File: src/rtl/burst_sup_pkg.sv
package burst_sup_pkg;

    localparam logic [7:0] CMD_BURST_ON  = 8'h82;
    localparam logic [7:0] CMD_BURST_OFF = 8'h83;
    localparam logic [7:0] BURST_ACK     = 8'h90;

    typedef enum logic [2:0] {
        EXIT_NONE     = 3'd0,
        EXIT_HOST     = 3'd1,
        EXIT_CRITICAL = 3'd2,
        EXIT_TOTAL    = 3'd3,
        EXIT_ACCESS   = 3'd4
    } exit_cause_e;

    typedef struct packed {
        logic burst_on;
        logic burst_off;
        logic other;
    } cmd_kind_t;

    function automatic cmd_kind_t classify_cmd(input logic valid, input logic [7:0] b);
        cmd_kind_t k;
        k.burst_on  = valid && (b == CMD_BURST_ON);
        k.burst_off = valid && (b == CMD_BURST_OFF);
        k.other     = valid && (b != CMD_BURST_ON) && (b != CMD_BURST_OFF);
        return k;
    endfunction

endpackage

File: src/rtl/burst_window_timer.sv
module burst_window_timer #(
    parameter int CNT_W = 10
) (
    input  logic             clk,
    input  logic             rst,
    input  logic             clear,
    input  logic             tick,
    input  logic [CNT_W-1:0] limit,
    output logic             expire
);
    logic [CNT_W-1:0] cnt;

    // Fires on the tick that would bring the count up to the limit.
    assign expire = tick && (cnt == limit - CNT_W'(1));

    always_ff @(posedge clk) begin
        if (rst || clear) begin
            cnt <= '0;
        end else if (tick) begin
            cnt <= cnt + CNT_W'(1);
        end
    end
endmodule

File: src/rtl/burst_supervisor.sv
module burst_supervisor
    import burst_sup_pkg::*;
#(
    parameter int FIRST_TICKS = 400,
    parameter int NEXT_TICKS  = 50,
    parameter int TOTAL_TICKS = 1000
) (
    input  logic       clk,
    input  logic       rst,
    input  logic       tick_us,
    input  logic       cmd_valid,
    input  logic [7:0] cmd_byte,
    input  logic       critical_req,
    output logic       burst_active,
    output logic       obf_load,
    output logic [7:0] obf_data,
    output logic       sci_req,
    output logic       exit_pulse,
    output logic [2:0] exit_cause
);
    localparam int MAX_WIN = (FIRST_TICKS > NEXT_TICKS) ? FIRST_TICKS : NEXT_TICKS;
    localparam int MAX_ALL = (TOTAL_TICKS > MAX_WIN) ? TOTAL_TICKS : MAX_WIN;
    localparam int CNT_W   = $clog2(MAX_ALL + 1);

    cmd_kind_t   kind;
    exit_cause_e exit_now;
    logic        enter, reack, access_touch;
    logic        first_phase;
    logic        total_exp, access_exp;
    logic [CNT_W-1:0] access_limit;

    assign kind         = classify_cmd(cmd_valid, cmd_byte);
    assign access_limit = first_phase ? CNT_W'(FIRST_TICKS) : CNT_W'(NEXT_TICKS);

    burst_window_timer #(.CNT_W(CNT_W)) u_total_timer (
        .clk    (clk),
        .rst    (rst),
        .clear  (!burst_active),
        .tick   (tick_us),
        .limit  (CNT_W'(TOTAL_TICKS)),
        .expire (total_exp)
    );

    burst_window_timer #(.CNT_W(CNT_W)) u_access_timer (
        .clk    (clk),
        .rst    (rst),
        .clear  (!burst_active || access_touch),
        .tick   (tick_us),
        .limit  (access_limit),
        .expire (access_exp)
    );

    // Exit reasons in precedence order; a non-exit command only counts if no exit fires.
    always_comb begin
        exit_now = EXIT_NONE;
        enter    = 1'b0;
        reack    = 1'b0;
        if (burst_active) begin
            if (kind.burst_off)     exit_now = EXIT_HOST;
            else if (critical_req)  exit_now = EXIT_CRITICAL;
            else if (total_exp)     exit_now = EXIT_TOTAL;
            else if (access_exp)    exit_now = EXIT_ACCESS;
            else if (kind.burst_on) reack    = 1'b1;
        end else if (kind.burst_on) begin
            enter = 1'b1;
        end
    end

    assign access_touch = burst_active && (exit_now == EXIT_NONE)
                        && (kind.burst_on || kind.other);

    always_ff @(posedge clk) begin
        if (rst) begin
            burst_active <= 1'b0;
            first_phase  <= 1'b0;
            obf_load     <= 1'b0;
            obf_data     <= 8'h00;
            sci_req      <= 1'b0;
            exit_pulse   <= 1'b0;
            exit_cause   <= EXIT_NONE;
        end else begin
            if (enter)                       burst_active <= 1'b1;
            else if (exit_now != EXIT_NONE)  burst_active <= 1'b0;

            if (enter)             first_phase <= 1'b1;
            else if (access_touch) first_phase <= 1'b0;

            obf_load   <= enter || reack;
            obf_data   <= (enter || reack) ? BURST_ACK : 8'h00;
            sci_req    <= enter || reack
                       || ((exit_now != EXIT_NONE) && (exit_now != EXIT_HOST));
            exit_pulse <= (exit_now != EXIT_NONE);
            exit_cause <= exit_now;
        end
    end
endmodule

File: config.mk
export PLATFORM = sky130hd
export DESIGN_NAME = burst_supervisor
export DESIGN_NICKNAME = d
export VERILOG_FILES = /design/src/rtl/burst_sup_pkg.sv /design/src/rtl/burst_window_timer.sv /design/src/rtl/burst_supervisor.sv
export SDC_FILE = /design/constraint.sdc
export NUM_CORES = 1
export LEC_CHECK = 0
export ABC_AREA = 1
export BUFFER_PORTS_ARGS = -buffer_cell sky130_fd_sc_hd__buf_2
export CORE_AREA = 2 2 67 69
export DETAILED_ROUTE_END_ITERATION = 8
export DIE_AREA = 0 0 69 71
export PLACE_DENSITY = 0.75
export SETUP_SLACK_MARGIN = 0.5
export SLEW_MARGIN = 20
export SYNTH_ARGS = -nofsm -noshare
export SYNTH_HDL_FRONTEND = slang
export SYNTH_HIERARCHICAL = 1
export SYNTH_SLANG_ARGS = --single-unit
File: constraint.sdc
create_clock -name clk -period 3.3 [get_ports clk]
set_input_delay 0.33 -clock clk [delete_from_list [all_inputs] [get_ports clk]]
set_output_delay 0.33 -clock clk [all_outputs]
set_load 0.01 [all_outputs]
# Word-level counts from Yosys, hierarchy flattened
# Cells that the tools add are included.
# totals
ff_bits	36
latch_bits	0
ramBits	0
mem_bits_ro	0
in_bits	13
output_inout_bits	15
wordCells	57
n_memories	0
# classes
addsub	3
mul	0
div	0
n_lt_le_gt_ge	0
n_eq_ne	7
n_shift	0
muxes	18
bitwise	0
n_reduce_logical	20
# ops
cell	count
10-bit by 1-bit adder with 10-bit output, second input constant	2
8-bit == test, second input constant	2
8-bit != test, second input constant	2
3-bit two-way mux	5
1-bit two-way mux	11
10-bit == test	1
10-bit == test, second input constant	1
9-bit by 1-bit subtractor with 10-bit output, second input constant	1
1-bit logical AND	9
9-bit two-way mux	1
8-bit two-way mux	1
1-bit logical OR	6
2-bit nonzero test	2
3-bit zero test	1
3-bit by 1-bit != test with 1-bit output, second input constant	1
3-bit nonzero test	1
1-bit zero test	1

# Depth between registers and ports, before layout
# logic_depth
word_depth	14
mapped_depth	20
depth_no_buf	20

# Cells and area by module
# The synthesis kept the hierarchy.
# modules_own_cells
module	n_inst	cells_per_inst	area_each_um2	seq_area_each_um2
burst_window_timer	2	155	874.6	200.2
burst_supervisor	1	68	478.0	160.2

# Worst setup path after synthesis
# Ideal clock, no wire load.
# synth_path
path_kind	register -> register
start	register first_phase
end	register u_access_timer.cnt[4]
setup_ps	78
arrival_time_ps	2273
required_time_ps	3222
path_slack_ps	949
path_stages_with_launch	20
path_buffers	0
synth_period_minus_slack_ps	2351
cell_sequence	dfxtp_1 -> inv_1 -> inv_1 -> ha_1 -> nand2_1 -> nor2_1 -> nand2_1 -> nand2_1 -> nand3_1 -> nor2_1 -> nand2_1 -> nor2_1 -> inv_1 -> nand2_2 -> nor2_2 -> nand3_1 -> nand2_1 -> nor2_1 -> inv_1 -> nor3_1
# synth_between
elab_chain_cells	14
# synth_rtl
element	line_no	rtl
from (decl)	burst_supervisor.sv:28	logic first_phase;
from (signal assigned)	burst_supervisor.sv:75	first_phase <= 1'b0;
from (signal assigned)	burst_supervisor.sv:85	if (enter) first_phase <= 1'b1;
from (signal assigned)	burst_supervisor.sv:86	else if (access_touch) first_phase <= 1'b0;
9-bit two-way mux	burst_supervisor.sv:33	assign access_limit = first_phase ? CNT_W'(FIRST_TICKS) : CNT_W'(NEXT_TICKS);
net access_limit[1]	burst_supervisor.sv:30	logic [CNT_W-1:0] access_limit;
9-bit by 1-bit subtractor with 10-bit output	burst_window_timer.sv:14	assign expire = tick && (cnt == limit - CNT_W'(1));
10-bit == test	burst_window_timer.sv:14	
1-bit logical AND	burst_window_timer.sv:14	
net access_exp	burst_supervisor.sv:29	logic total_exp, access_exp;
3-bit two-way mux	burst_supervisor.sv:62	else if (access_exp) exit_now = EXIT_ACCESS;
3-bit two-way mux	burst_supervisor.sv:61	else if (total_exp) exit_now = EXIT_TOTAL;
3-bit two-way mux	burst_supervisor.sv:60	else if (critical_req) exit_now = EXIT_CRITICAL;
3-bit two-way mux	burst_supervisor.sv:59	if (kind.burst_off) exit_now = EXIT_HOST;
3-bit two-way mux	burst_supervisor.sv:58	if (burst_active) begin
3-bit zero test	burst_supervisor.sv:69	assign access_touch = burst_active && (exit_now == EXIT_NONE)
1-bit logical AND	burst_supervisor.sv:69	
1-bit logical AND	burst_supervisor.sv:70	&& (kind.burst_on || kind.other);
1-bit logical OR	burst_supervisor.sv:47	.clear (!burst_active || access_touch),
1-bit logical OR	burst_window_timer.sv:17	if (rst || clear) begin
to (signal assigned)	burst_window_timer.sv:20	cnt <= cnt + CNT_W'(1);
to (decl)	burst_window_timer.sv:11	logic [CNT_W-1:0] cnt;
# The timed path passes the listed nets, and every way through them passes these cells.
# A chain may end at the register's enable or synchronous reset.

# Worst setup path after layout
# Ends and elaborated chain as after synthesis.

==> metrics.md <==
| Metric | Value |
|---|---|
| Post-synthesis sequential area ratio | `25.2%` |
| Post-synthesis instance total | `378` |
| Tcrit/Tclk final | `74.2%` |
| Tot GR Track Use | `18.0%` |
| CP max-delay cell | `dfxtp_2` |
| WS Path Type | `reg2reg` |
| DR vias | `2156` |
| WL final | `3980 um` |
| Num CTS Buffers | `3` |
| Slew headroom | `62.2%` |
| Crit path buf inv count | `4` |
| Critical Path Start | `first_phase` |
| Cell variety after synth | `25` |
| Vias in the first global route | `1932` |
| Final hold violations | `0` |
| R2R Setup Slk | `0.85 ns` |
| CTS tree | `built` |
| Synth area leaders | `dfxtp_1 (25%), nand2_1 (18%), inv_1 (12%), nor2_1 (9.4%), nand3_1 (5.4%)` |
| Layout cells sized above 1 | `12.5%` |
| Post-synth top area share | `25.2%` |
| Status | `completed` |
| Most common cell after layout, fill and taps aside | `nand2_1` |
| Mapped Area | `2230 um2` |
| Cell Pwr Density | `228 nW/um2` |
| Chip width | `69 um` |
| Worst slack, placed | `0.491 ns` |
| Worst EP required | `3.49 ns` |
| Worst r2r path cells | `19` |
| Nets | `468` |
| CP Capture Type | `register` |
| Crit-path most repeated cell | `nand2_1` |
| Setup-failing EPs final | `0` |
| Row cnt | `24` |
| GRT overflow | `0` |
| R2r endpoint | `u_access_timer/cnt[4]` |
| Area growth syn-to-layout | `16.5%` |
| Max-slew violation count | `0` |
| Crit path cell chain | `inv_1, inv_1, ha_1, nand2_1, nor2_1, nand2_1, nand2_1, nand3_1, nor2_1, nand2_1, nor2_1, inv_1, nand2_2, nor2_2, nand3_1, nand2_1, nor2_4, inv_1, nor3_1` |
| Crit path DAT | `2.64 ns` |
| Drt first pass iters | `4` |
| Pin count of the biggest net entering global routing | `15` |
| Core area | `4200 um2` |
| Syn Area/Cell | `5.89 um2` |
| DR iter-0 viols | `64` |
| # hold bufs at CTS | `0` |
| CP delay by family, top | `simple AND/OR/NAND/NOR gates` |
| Min Hold Slack | `0.301 ns` |
| Initial antenna violation count | `0` |
| First-pass GRT wire length | `7570 um` |
| Worst hold path class | `in2reg` |
| Port Buffers | `21` |
| H-tree levels | `1` |
| Fmax | `0.409 GHz` |
| CP Depth | `19` |
| Final min period | `2.45 ns` |
| Crit path launch type | `register` |
| Setup bufs post-CTS | `0` |
| Max incr delay on CP | `0.42 ns` |
| Crit path to | `u_access_timer/cnt[4]` |
| Seq cells post-synth | `28` |
| Starting Density | `53.0%` |
| Slew @ Worst Pin | `0.565 ns` |
| Clock tree sinks | `28` |
| Ports | `28` |
| Final ANT Viol Nets | `0` |
| Total die area | `4900 um2` |
| Final setup TNS | `0 ns` |
| # diodes | `0` |
| Reg-to-Reg Start | `first_phase` |
| Worst setup margin | `0.853 ns` |
| Post-CTS Resized | `1` |
| CP max FO | `9` |
| Final Skew | `0.00494 ns` |
| Die Ht | `71 um` |
| CTS Buffer Depth | `2` |
| Most frequent cells in the layout | `nand2_1 (109), inv_1 (70), conb_1 (57)` |
| Synth area leader | `dfxtp_1` |
| HPWL after DPL | `3360 um` |
| # Max-Cap Violations | `0` |
| Routed vias/inst | `4.30` |
| RSZ-0062 raised after global routing | `false` |
| Yosys warning count | `6` |
| Post-layout util | `61.7%` |
| Leakage | `0.00132 uW` |
| Avg WL per Cell | `7.94 um` |
| DR DRC count | `0` |
| Clock transition at path regs | `0.09 ns` |
| Worst-skew pair later-pin latency | `0.27 ns` |
| Routability cong. | `0.816` |
| Root Driver | `clkbuf_8` |
| VDD IR max | `0.000289 V` |
-- cells in the mapped netlist (all sizes together) --
master and n:
nand2 117, inv 74, nor2 65, dfxtp 28, nand3 25, a21oi 15, o21ai 10, buf 8
xnor2 8, nand4 7, nor3 6, ha 4, xor2 4, a31oi 3, conb 2, or2 2
-- report_power, final --
part           switching, uW  total (uW)  internal (uW)
Sequential             0.121         338            338
Combinational           49.4        75.6           26.2
Clock                   96.3         178           81.8
Total                    146         591            446
-- registers in the layout (all words and copies together), names as in the netlist --
name / count
burst_active: 1
sci_req: 1
u_access_timer/cnt: 10
first_phase: 1
obf_data: 1
u_total_timer/cnt: 10
exit_cause: 3
exit_pulse: 1
-- worst reg2reg max path: stages, from the launching register on --
cell and delay, ns:
dfxtp_2 0.42, inv_1 0.11, inv_1 0.09, ha_1 0.21
nand2_1 0.08, nor2_1 0.12, nand2_1 0.07, nand2_1 0.06
nand3_1 0.07, nor2_1 0.09, nand2_1 0.06, nor2_1 0.12
inv_1 0.06, nand2_2 0.09, nor2_2 0.05, nand3_1 0.09
nand2_1 0.09, nor2_4 0.22, inv_1 0.10, nor3_1 0.19
-- how the worst min path moves through the flow --
stage	start	endpoint	cells past startpoint
after detailed placement	u_total_timer/cnt[6]	u_total_timer/cnt[6]	2
final	rst	first_phase	2
after CTS	rst	burst_active	2
after global placement	u_access_timer/cnt[6]	u_access_timer/cnt[6]	2
after floorplan	rst	burst_active	1
after global routing	rst	first_phase	2
-- logic make-up after synthesis --
group / count (synthesis) / synth area share (%)
AO/OA/AOI/OAI: 28 / 7.13
adder cells (fa/ha/maj): 4 / 2.25
flip-flops: 28 / 25.2
AND/OR/NAND/NOR: 222 / 45.2
other: 2 / 0.337
XOR/XNOR: 12 / 4.72
buffers and inverters: 82 / 15.2
-- layer usage --
| metal | global-route usage (%) | vias to the layer above | part of all wire (%) |
|---|---|---|---|
| met5 | 0 | - | 0 |
| met4 | 1.31 | 0 | 0.15 |
| met3 | 3.13 | 2 | 3.8 |
| met2 | 31.7 | 36 | 44 |
| met1 | 24.1 | 894 | 52 |
| li1 | - | 1224 | - |
-- cell type report --
type	instances	area (um2)
clock buffer	3	41.3
fill	424	1610
inverter	74	278
multi-input combinational	323	1540
sequential	28	562
tap	52	65.1
timing repair buffer	21	105
-- through the flow --
stage	cells	total power (uW)	cell area, um2
final	501	591	2590
after global routing	501	626	2590
after CTS	501	595	2590
after detailed placement	498	418	2540
after global placement	498	417	2540
after floorplan	433	406	2430
Note: power is estimated with default switching activity, not from simulation.
